`src/rtl/spi_rr_pkg.sv`:
```
package spi_rr_pkg;
  typedef enum logic [1:0] {
    ST_IDLE,
    ST_SETUP,
    ST_SHIFT,
    ST_HOLD
  } rr_state_e;

  typedef struct packed {
    logic cpol;
    logic cpha;
  } rr_mode_t;
endpackage

```
`src/rtl/spi_rr_ctrl.sv`:
```
module spi_rr_ctrl
  import spi_rr_pkg::*;
#(
  parameter int unsigned DATA_W = 8,
  parameter int unsigned DIV_W  = 8,
  parameter int unsigned GAP_W  = 8,
  localparam int unsigned EDGES  = 4 * DATA_W,
  localparam int unsigned EDGE_W = $clog2(EDGES + 1),
  localparam int unsigned CNT_W  = (DIV_W > GAP_W) ? DIV_W : GAP_W
) (
  input  logic              clk_i,
  input  logic              rst_ni,
  input  logic              start_i,
  input  rr_mode_t          mode_i,
  input  logic [DIV_W-1:0]  half_i,
  input  logic [GAP_W-1:0]  setup_i,
  input  logic [GAP_W-1:0]  hold_i,
  output logic              accept_o,
  output logic              fire_o,
  output logic [EDGE_W-1:0] edge_num_o,
  output logic              finish_o,
  output logic              idle_o,
  output logic              busy_o,
  output logic              cs_no,
  output rr_mode_t          mode_o
);
  rr_state_e         state_q;
  logic [CNT_W-1:0]  cnt_q;
  logic [CNT_W-1:0]  half_m1_q;
  logic [CNT_W-1:0]  hold_m1_q;
  logic [EDGE_W-1:0] edges_q;
  logic              cs_n_q;
  rr_mode_t          mode_q;
  logic [CNT_W-1:0]  half_m1, setup_m1, hold_m1;
  logic              cnt_zero;

  // zero-valued intervals are treated as one cycle
  always_comb begin
    half_m1  = (half_i  == '0) ? '0 : CNT_W'(half_i)  - CNT_W'(1);
    setup_m1 = (setup_i == '0) ? '0 : CNT_W'(setup_i) - CNT_W'(1);
    hold_m1  = (hold_i  == '0) ? '0 : CNT_W'(hold_i)  - CNT_W'(1);
  end

  assign cnt_zero   = (cnt_q == '0);
  assign accept_o   = (state_q == ST_IDLE) && start_i;
  assign fire_o     = ((state_q == ST_SETUP) || (state_q == ST_SHIFT)) && cnt_zero;
  assign edge_num_o = edges_q + EDGE_W'(1);
  assign finish_o   = (state_q == ST_HOLD) && cnt_zero;
  assign idle_o     = (state_q == ST_IDLE);
  assign busy_o     = (state_q != ST_IDLE);
  assign cs_no      = cs_n_q;
  assign mode_o     = mode_q;

  always_ff @(posedge clk_i or negedge rst_ni) begin
    if (!rst_ni) begin
      state_q   <= ST_IDLE;
      cnt_q     <= '0;
      half_m1_q <= '0;
      hold_m1_q <= '0;
      edges_q   <= '0;
      cs_n_q    <= 1'b1;
      mode_q    <= '0;
    end else begin
      unique case (state_q)
        ST_IDLE: begin
          if (start_i) begin
            state_q   <= ST_SETUP;
            cnt_q     <= setup_m1;
            half_m1_q <= half_m1;
            hold_m1_q <= hold_m1;
            mode_q    <= mode_i;
            edges_q   <= '0;
            cs_n_q    <= 1'b0;
          end
        end
        ST_SETUP: begin
          if (cnt_zero) begin
            state_q <= ST_SHIFT;
            cnt_q   <= half_m1_q;
            edges_q <= EDGE_W'(1);
          end else begin
            cnt_q <= cnt_q - CNT_W'(1);
          end
        end
        ST_SHIFT: begin
          if (cnt_zero) begin
            edges_q <= edges_q + EDGE_W'(1);
            if (edges_q == EDGE_W'(EDGES - 1)) begin
              state_q <= ST_HOLD;
              cnt_q   <= hold_m1_q;
            end else begin
              cnt_q <= half_m1_q;
            end
          end else begin
            cnt_q <= cnt_q - CNT_W'(1);
          end
        end
        ST_HOLD: begin
          if (cnt_zero) begin
            state_q <= ST_IDLE;
            cs_n_q  <= 1'b1;
          end else begin
            cnt_q <= cnt_q - CNT_W'(1);
          end
        end
        default: state_q <= ST_IDLE;
      endcase
    end
  end

  AST_EDGE_BOUND: assert property (@(posedge clk_i) disable iff (!rst_ni)
    edges_q <= EDGE_W'(EDGES));
  AST_HOLD_AFTER_ALL_EDGES: assert property (@(posedge clk_i) disable iff (!rst_ni)
    (state_q == ST_HOLD) |-> (edges_q == EDGE_W'(EDGES)));
  AST_CS_TRACKS_BUSY: assert property (@(posedge clk_i) disable iff (!rst_ni)
    cs_n_q == (state_q == ST_IDLE));
  AST_CFG_FROZEN: assert property (@(posedge clk_i) disable iff (!rst_ni)
    (state_q != ST_IDLE) |=> ($stable(half_m1_q) && $stable(mode_q) && $stable(hold_m1_q)));
endmodule

```
`src/rtl/spi_rr_sclk.sv`:
```
module spi_rr_sclk (
  input  logic clk_i,
  input  logic rst_ni,
  input  logic idle_i,
  input  logic cpol_i,
  input  logic fire_i,
  output logic sclk_o
);
  logic sclk_q;

  always_ff @(posedge clk_i or negedge rst_ni) begin
    if (!rst_ni)     sclk_q <= 1'b0;
    else if (idle_i) sclk_q <= cpol_i;
    else if (fire_i) sclk_q <= ~sclk_q;
  end

  assign sclk_o = sclk_q;

  AST_SCLK_ONLY_ON_FIRE: assert property (@(posedge clk_i) disable iff (!rst_ni)
    (!idle_i && !fire_i) |=> $stable(sclk_q));
endmodule

```
`src/rtl/spi_rr_shifter.sv`:
```
module spi_rr_shifter #(
  parameter int unsigned DATA_W = 8,
  localparam int unsigned ADDR_W  = DATA_W - 1,
  localparam int unsigned FRAME_W = 2 * DATA_W,
  localparam int unsigned EDGES   = 2 * FRAME_W,
  localparam int unsigned EDGE_W  = $clog2(EDGES + 1)
) (
  input  logic              clk_i,
  input  logic              rst_ni,
  input  logic              load_i,
  input  logic [ADDR_W-1:0] addr_i,
  input  logic              fire_i,
  input  logic [EDGE_W-1:0] edge_num_i,
  input  logic              cpha_i,
  input  logic              active_i,
  input  logic              miso_i,
  output logic              mosi_o,
  output logic [DATA_W-1:0] rx_o
);
  logic [FRAME_W-1:0] tx_q;
  logic [DATA_W-1:0]  rx_q;
  logic               odd_edge, sample, advance;

  assign odd_edge = edge_num_i[0];
  // phase 0 samples odd edges, phase 1 samples even edges
  assign sample   = fire_i && (odd_edge != cpha_i);
  assign advance  = fire_i && (odd_edge == cpha_i)
                    && (edge_num_i != EDGE_W'(1)) && (edge_num_i != EDGE_W'(EDGES));

  always_ff @(posedge clk_i or negedge rst_ni) begin
    if (!rst_ni) begin
      tx_q <= '0;
      rx_q <= '0;
    end else if (load_i) begin
      tx_q <= {1'b1, addr_i, {DATA_W{1'b0}}};
      rx_q <= '0;
    end else begin
      if (advance) tx_q <= {tx_q[FRAME_W-2:0], 1'b0};
      if (sample)  rx_q <= {rx_q[DATA_W-2:0], miso_i};
    end
  end

  assign mosi_o = active_i & tx_q[FRAME_W-1];
  assign rx_o   = rx_q;

  AST_SAMPLE_XOR_ADVANCE: assert property (@(posedge clk_i) disable iff (!rst_ni)
    !(sample && advance));
endmodule

```
`src/rtl/spi_reg_reader.sv`:
```
module spi_reg_reader
  import spi_rr_pkg::*;
#(
  parameter int unsigned DATA_W = 8,
  parameter int unsigned DIV_W  = 8,
  parameter int unsigned GAP_W  = 8,
  localparam int unsigned ADDR_W = DATA_W - 1,
  localparam int unsigned EDGE_W = $clog2(4 * DATA_W + 1)
) (
  input  logic              clk_i,
  input  logic              rst_ni,
  input  logic              start_i,
  input  logic [ADDR_W-1:0] addr_i,
  input  logic              cpol_i,
  input  logic              cpha_i,
  input  logic [DIV_W-1:0]  half_div_i,
  input  logic [GAP_W-1:0]  setup_i,
  input  logic [GAP_W-1:0]  hold_i,
  input  logic              miso_i,
  output logic              sclk_o,
  output logic              mosi_o,
  output logic              cs_no,
  output logic              busy_o,
  output logic              done_o,
  output logic [DATA_W-1:0] rdata_o
);
  rr_mode_t          mode_in, mode_lat;
  logic              accept, fire, finish, idle, cs_n;
  logic [EDGE_W-1:0] edge_num;
  logic [DATA_W-1:0] rx;
  logic              done_q;
  logic [DATA_W-1:0] rdata_q;

  assign mode_in = '{cpol: cpol_i, cpha: cpha_i};

  spi_rr_ctrl #(.DATA_W(DATA_W), .DIV_W(DIV_W), .GAP_W(GAP_W)) u_ctrl (
    .clk_i, .rst_ni, .start_i,
    .mode_i     (mode_in),
    .half_i     (half_div_i),
    .setup_i,
    .hold_i,
    .accept_o   (accept),
    .fire_o     (fire),
    .edge_num_o (edge_num),
    .finish_o   (finish),
    .idle_o     (idle),
    .busy_o,
    .cs_no      (cs_n),
    .mode_o     (mode_lat)
  );

  spi_rr_sclk u_sclk (
    .clk_i, .rst_ni,
    .idle_i (idle),
    .cpol_i,
    .fire_i (fire),
    .sclk_o
  );

  spi_rr_shifter #(.DATA_W(DATA_W)) u_shift (
    .clk_i, .rst_ni,
    .load_i     (accept),
    .addr_i,
    .fire_i     (fire),
    .edge_num_i (edge_num),
    .cpha_i     (mode_lat.cpha),
    .active_i   (~cs_n),
    .miso_i,
    .mosi_o,
    .rx_o       (rx)
  );

  always_ff @(posedge clk_i or negedge rst_ni) begin
    if (!rst_ni) begin
      done_q  <= 1'b0;
      rdata_q <= '0;
    end else begin
      done_q <= finish;
      if (finish) rdata_q <= rx;
    end
  end

  assign cs_no   = cs_n;
  assign done_o  = done_q;
  assign rdata_o = rdata_q;

  AST_DONE_SINGLE: assert property (@(posedge clk_i) disable iff (!rst_ni)
    done_o |=> !done_o);
  AST_RDATA_STABLE: assert property (@(posedge clk_i) disable iff (!rst_ni)
    !done_o |-> $stable(rdata_o));
  AST_DONE_WITH_RELEASE: assert property (@(posedge clk_i) disable iff (!rst_ni)
    done_o |-> (cs_no && !busy_o));
endmodule

```
`config.mk`:
```
export PLATFORM = sky130hd
export DESIGN_NAME = spi_reg_reader
export DESIGN_NICKNAME = d
export VERILOG_FILES = /design/src/rtl/spi_rr_pkg.sv /design/src/rtl/spi_rr_ctrl.sv /design/src/rtl/spi_rr_sclk.sv /design/src/rtl/spi_rr_shifter.sv /design/src/rtl/spi_reg_reader.sv
export SDC_FILE = /design/constraint.sdc
export NUM_CORES = 1
export LEC_CHECK = 0
export BUFFER_PORTS_ARGS = -buffer_cell sky130_fd_sc_hd__buf_2
export CAP_MARGIN = 0
export CORE_ASPECT_RATIO = 1.4
export CORE_MARGIN = 1.5
export CORE_UTILIZATION = 40
export CTS_CLUSTER_DIAMETER = 60
export CTS_CLUSTER_SIZE = 25
export DETAILED_ROUTE_END_ITERATION = 6
export GPL_ROUTABILITY_DRIVEN = 0
export PLACE_DENSITY = 0.62
export SETUP_SLACK_MARGIN = 0.15
export SLEW_MARGIN = 20
export SYNTH_ARGS = -nofsm -noshare
export SYNTH_HDL_FRONTEND = slang
export SYNTH_SLANG_ARGS = --single-unit
```
`constraint.sdc`:
```
create_clock -name clk_i -period 2.7 [get_ports clk_i]
set_clock_uncertainty 0.2 [all_clocks]
set_input_delay 0.135 -clock clk_i [delete_from_list [all_inputs] [get_ports clk_i]]
set_output_delay 0.135 -clock clk_i [all_outputs]
set_load 0.01 [all_outputs]
```
==> results.json <==
{
  "coreArea_sq_mm": 0.00908,
  "num_vias": 3552,
  "start_util": 0.413,
  "syn2layout_area_growth_pct": 25.2,
  "layout_commonest_cell": "nand2_1",
  "htreeDepth": 3,
  "ys_seq_elements": 60,
  "fin_crit_ns": 2.43,
  "clock_sink_count": 60,
  "power_w": 0.00433,
  "finalSetupViolCount": 0,
  "hold_path.class": "in2reg",
  "cts_root_buf": "clkbuf_16",
  "routed_wl_um": 9950,
  "synth_flop_cell": "dfrtp_1",
  "die_y_um": 118,
  "cts.clk_slew.worst_paths_ns": 0.05,
  "timing.hold.ws_ns": -0.0124,
  "status": "finished with violations",
  "clockBufferDepth": 2,
  "antenna_cells": 0,
  "drv_cap": 0,
  "synth.cell_area_sq_mm": 0.00375,
  "drc": 4,
  "rows": 41,
  "cts_inserted_buffers": 9,
  "violations": "design-rule violations, negative hold slack",
  "seq_area_frac_synth": 0.401,
  "synth-edff-count": 0,
  "die_w_um": 84.8,
  "avgSynthCellArea_sq_um": 8.54,
  "endpoint_kind": "flop",
  "postSynth.asyncResetShare": 1.00,
  "avgRoutedWirePerCell_um": 15.9,
  "nets": 563,
  "arrival_ns": 2.44,
  "post-route-util": 0.517,
  "yosysWarningCount": 0,
  "tns_ns": 0,
  "n_fill_cell": 862,
  "synthCells": 439,
  "fin_crit_sh": 0.899,
  "startpoint_type": "flop",
  "cts_tree": "yes",
  "final_cell_mix": "nand2_1, dfrtp_1, buf_2",
  "firstDrtPassIters": 7,
  "clk_latency_ns": 0.33,
  "pin_count": 50,
  "worstMarginPinSlew_ns": 0.690,
  "fmaxAchievable_ghz": 0.412,
  "grt_usage": 0.208,
  "p_per_area_mw_per_mm2": 923,
  "crit_fanout": 12,
  "ys_types": 58,
  "grt_pass1_vias": 3445,
  "place_hpwl_um": 7280,
  "grt_max_degree": 33,
  "leakage_nw": 2.19,
  "cts_setup_buffers": 0,
  "syn_nets": 489,
  "cp.required_ns": 2.71,
  "via_per_inst": 5.68,
  "irDropWorstVdd_v": 0.000371,
  "die_area_sq_mm": 0.00998,
  "antenna_found_initial": 0,
  "io_buffer_count": 49,
  "globalRouteOverflowTotal": 0,
  "final-max-slew-violation-count": 0,
  "rsz0062_at_grt": "yes",
  "max-slew-margin-rel": 0.540,
  "drt_iter0_drc": 239,
  "worstSetupPathType": "reg2reg",
  "ant_nets": 0,
  "drive_gt1_frac": 0.174,
  "grt_pass1_wl_um": 16300,
  "hold_viol": 1
}
-- where the power goes --
group | internal [W] | switching, W | leakage (nW) | total, W
clock | 0.000765 | 0.000419 | 0.148 | 0.00118
sequential | 0.00116 | 0.000283 | 0.782 | 0.00145
combinational | 0.000676 | 0.00102 | 1.26 | 0.00170
-- sequential cells by signal (all words and copies together) (netlist names) --
name	count
u_shift.tx_q	8
u_ctrl.half_m1_q	8
u_shift.rx_o	8
u_ctrl.hold_m1_q	8
rdata_o	8
u_ctrl.edges_q	6
u_ctrl.cnt_q	8
u_ctrl.cs_no	1
u_sclk.sclk_o	1
done_o	1
u_ctrl.mode_o	1
u_ctrl.state_q	2
-- final cells by class --
class,instances,area [sq um],area share
clock buffer,11,253,0.0538
clock inverter,5,58.8,0.0125
inverter,21,78.8,0.0168
multi-input combinational,340,2100,0.448
sequential,60,1500,0.320
tap,107,134,0.0285
timing repair buffer,81,563,0.120
-- final timing paths --
check | startpoint | to | slack, ns | depth (start not counted)
max | u_ctrl.cnt_q[0] | u_ctrl.cnt_q[0] | 0.27 | 9
min | half_div_i[1] | u_ctrl.half_m1_q[1] | -0.01 | 4
max reg2reg | u_ctrl.cnt_q[0] | u_ctrl.cnt_q[0] | 0.27 | 9
min reg2reg | rdata_o[1] | rdata_o[1] | 0.26 | 2
max in group asynchronous | rst_ni | u_ctrl.cs_no | 1.44 | 3
min in group asynchronous | rst_ni | rdata_o[2] | 0.18 | 2
-- per-stage QoR --
stage | setup slack [ns] | instances | area, sq um
after floorplan | 0.612 | 439 | 3750
after global placement | 0.331 | 583 | 4110
after detailed placement | 0.296 | 583 | 4110
after CTS | 0.291 | 625 | 4680
after global routing | 0.143 | 625 | 4690
final | 0.273 | 625 | 4690
-- what timing repair did --
item	CTS	global route
endpoints found under the hold margin	52	0
gates resized for setup	0	3
setup endpoints to repair	0	6
hold buffers	26	0
-- synthesized netlist by cell type (6+ instances only) --
cell      number  area (sq um)
o21ai_0       35           175
nand3_1       14          70.1
mux2i_1       12           120
nand2_1       79           297
nor3_1         8          40.0
nand2b_1       8          50.1
a21oi_1       10          50.1
ha_1          13           163
nand4_1        9          56.3
inv_1         20          75.1
xor2_1         6          52.6
nor2_1        40           150
dfrtp_1       59          1480
clkbuf_1      11          41.3
xnor2_1       10          87.6
a221oi_1       9          78.8
nor4_1        11          68.8
buf_2          6          30.0
-- per-layer routing --
metal | vias up | share of wire | routed length, um | track usage
li1 | 1718 | - | - | -
met1 | 1708 | 0.42 | 4180 | 0.245
met2 | 99 | 0.50 | 5010 | 0.351
met3 | 27 | 0.038 | 381 | 0.0442
met4 | 0 | 0.038 | 376 | 0.106
met5 | - | 0 | 0 | 0
-- worst max-delay path: stages (launching register included) --
cell     delay [ns]
dfrtp_1        0.40
inv_1          0.09
ha_1           0.24
nor4b_4        0.17
and2_4         0.20
nand2_2        0.17
inv_2          0.15
nor2_1         0.23
o21ai_0        0.16
o32a_1         0.30
-- logic make-up (layout without fill, tap and decap cells) --
group / after synthesis / count (layout) / synth area share
flops: 60 / 60 / 0.401
compound gates: 98 / 98 / 0.174
fa+ha+maj: 13 / 13 / 0.0434
simple gates: 199 / 199 / 0.264
xor+xnor: 16 / 16 / 0.0374
buf+inv: 39 / 118 / 0.0430
mux: 14 / 14 / 0.0380
Note: power is estimated with default switching activity, not from simulation.
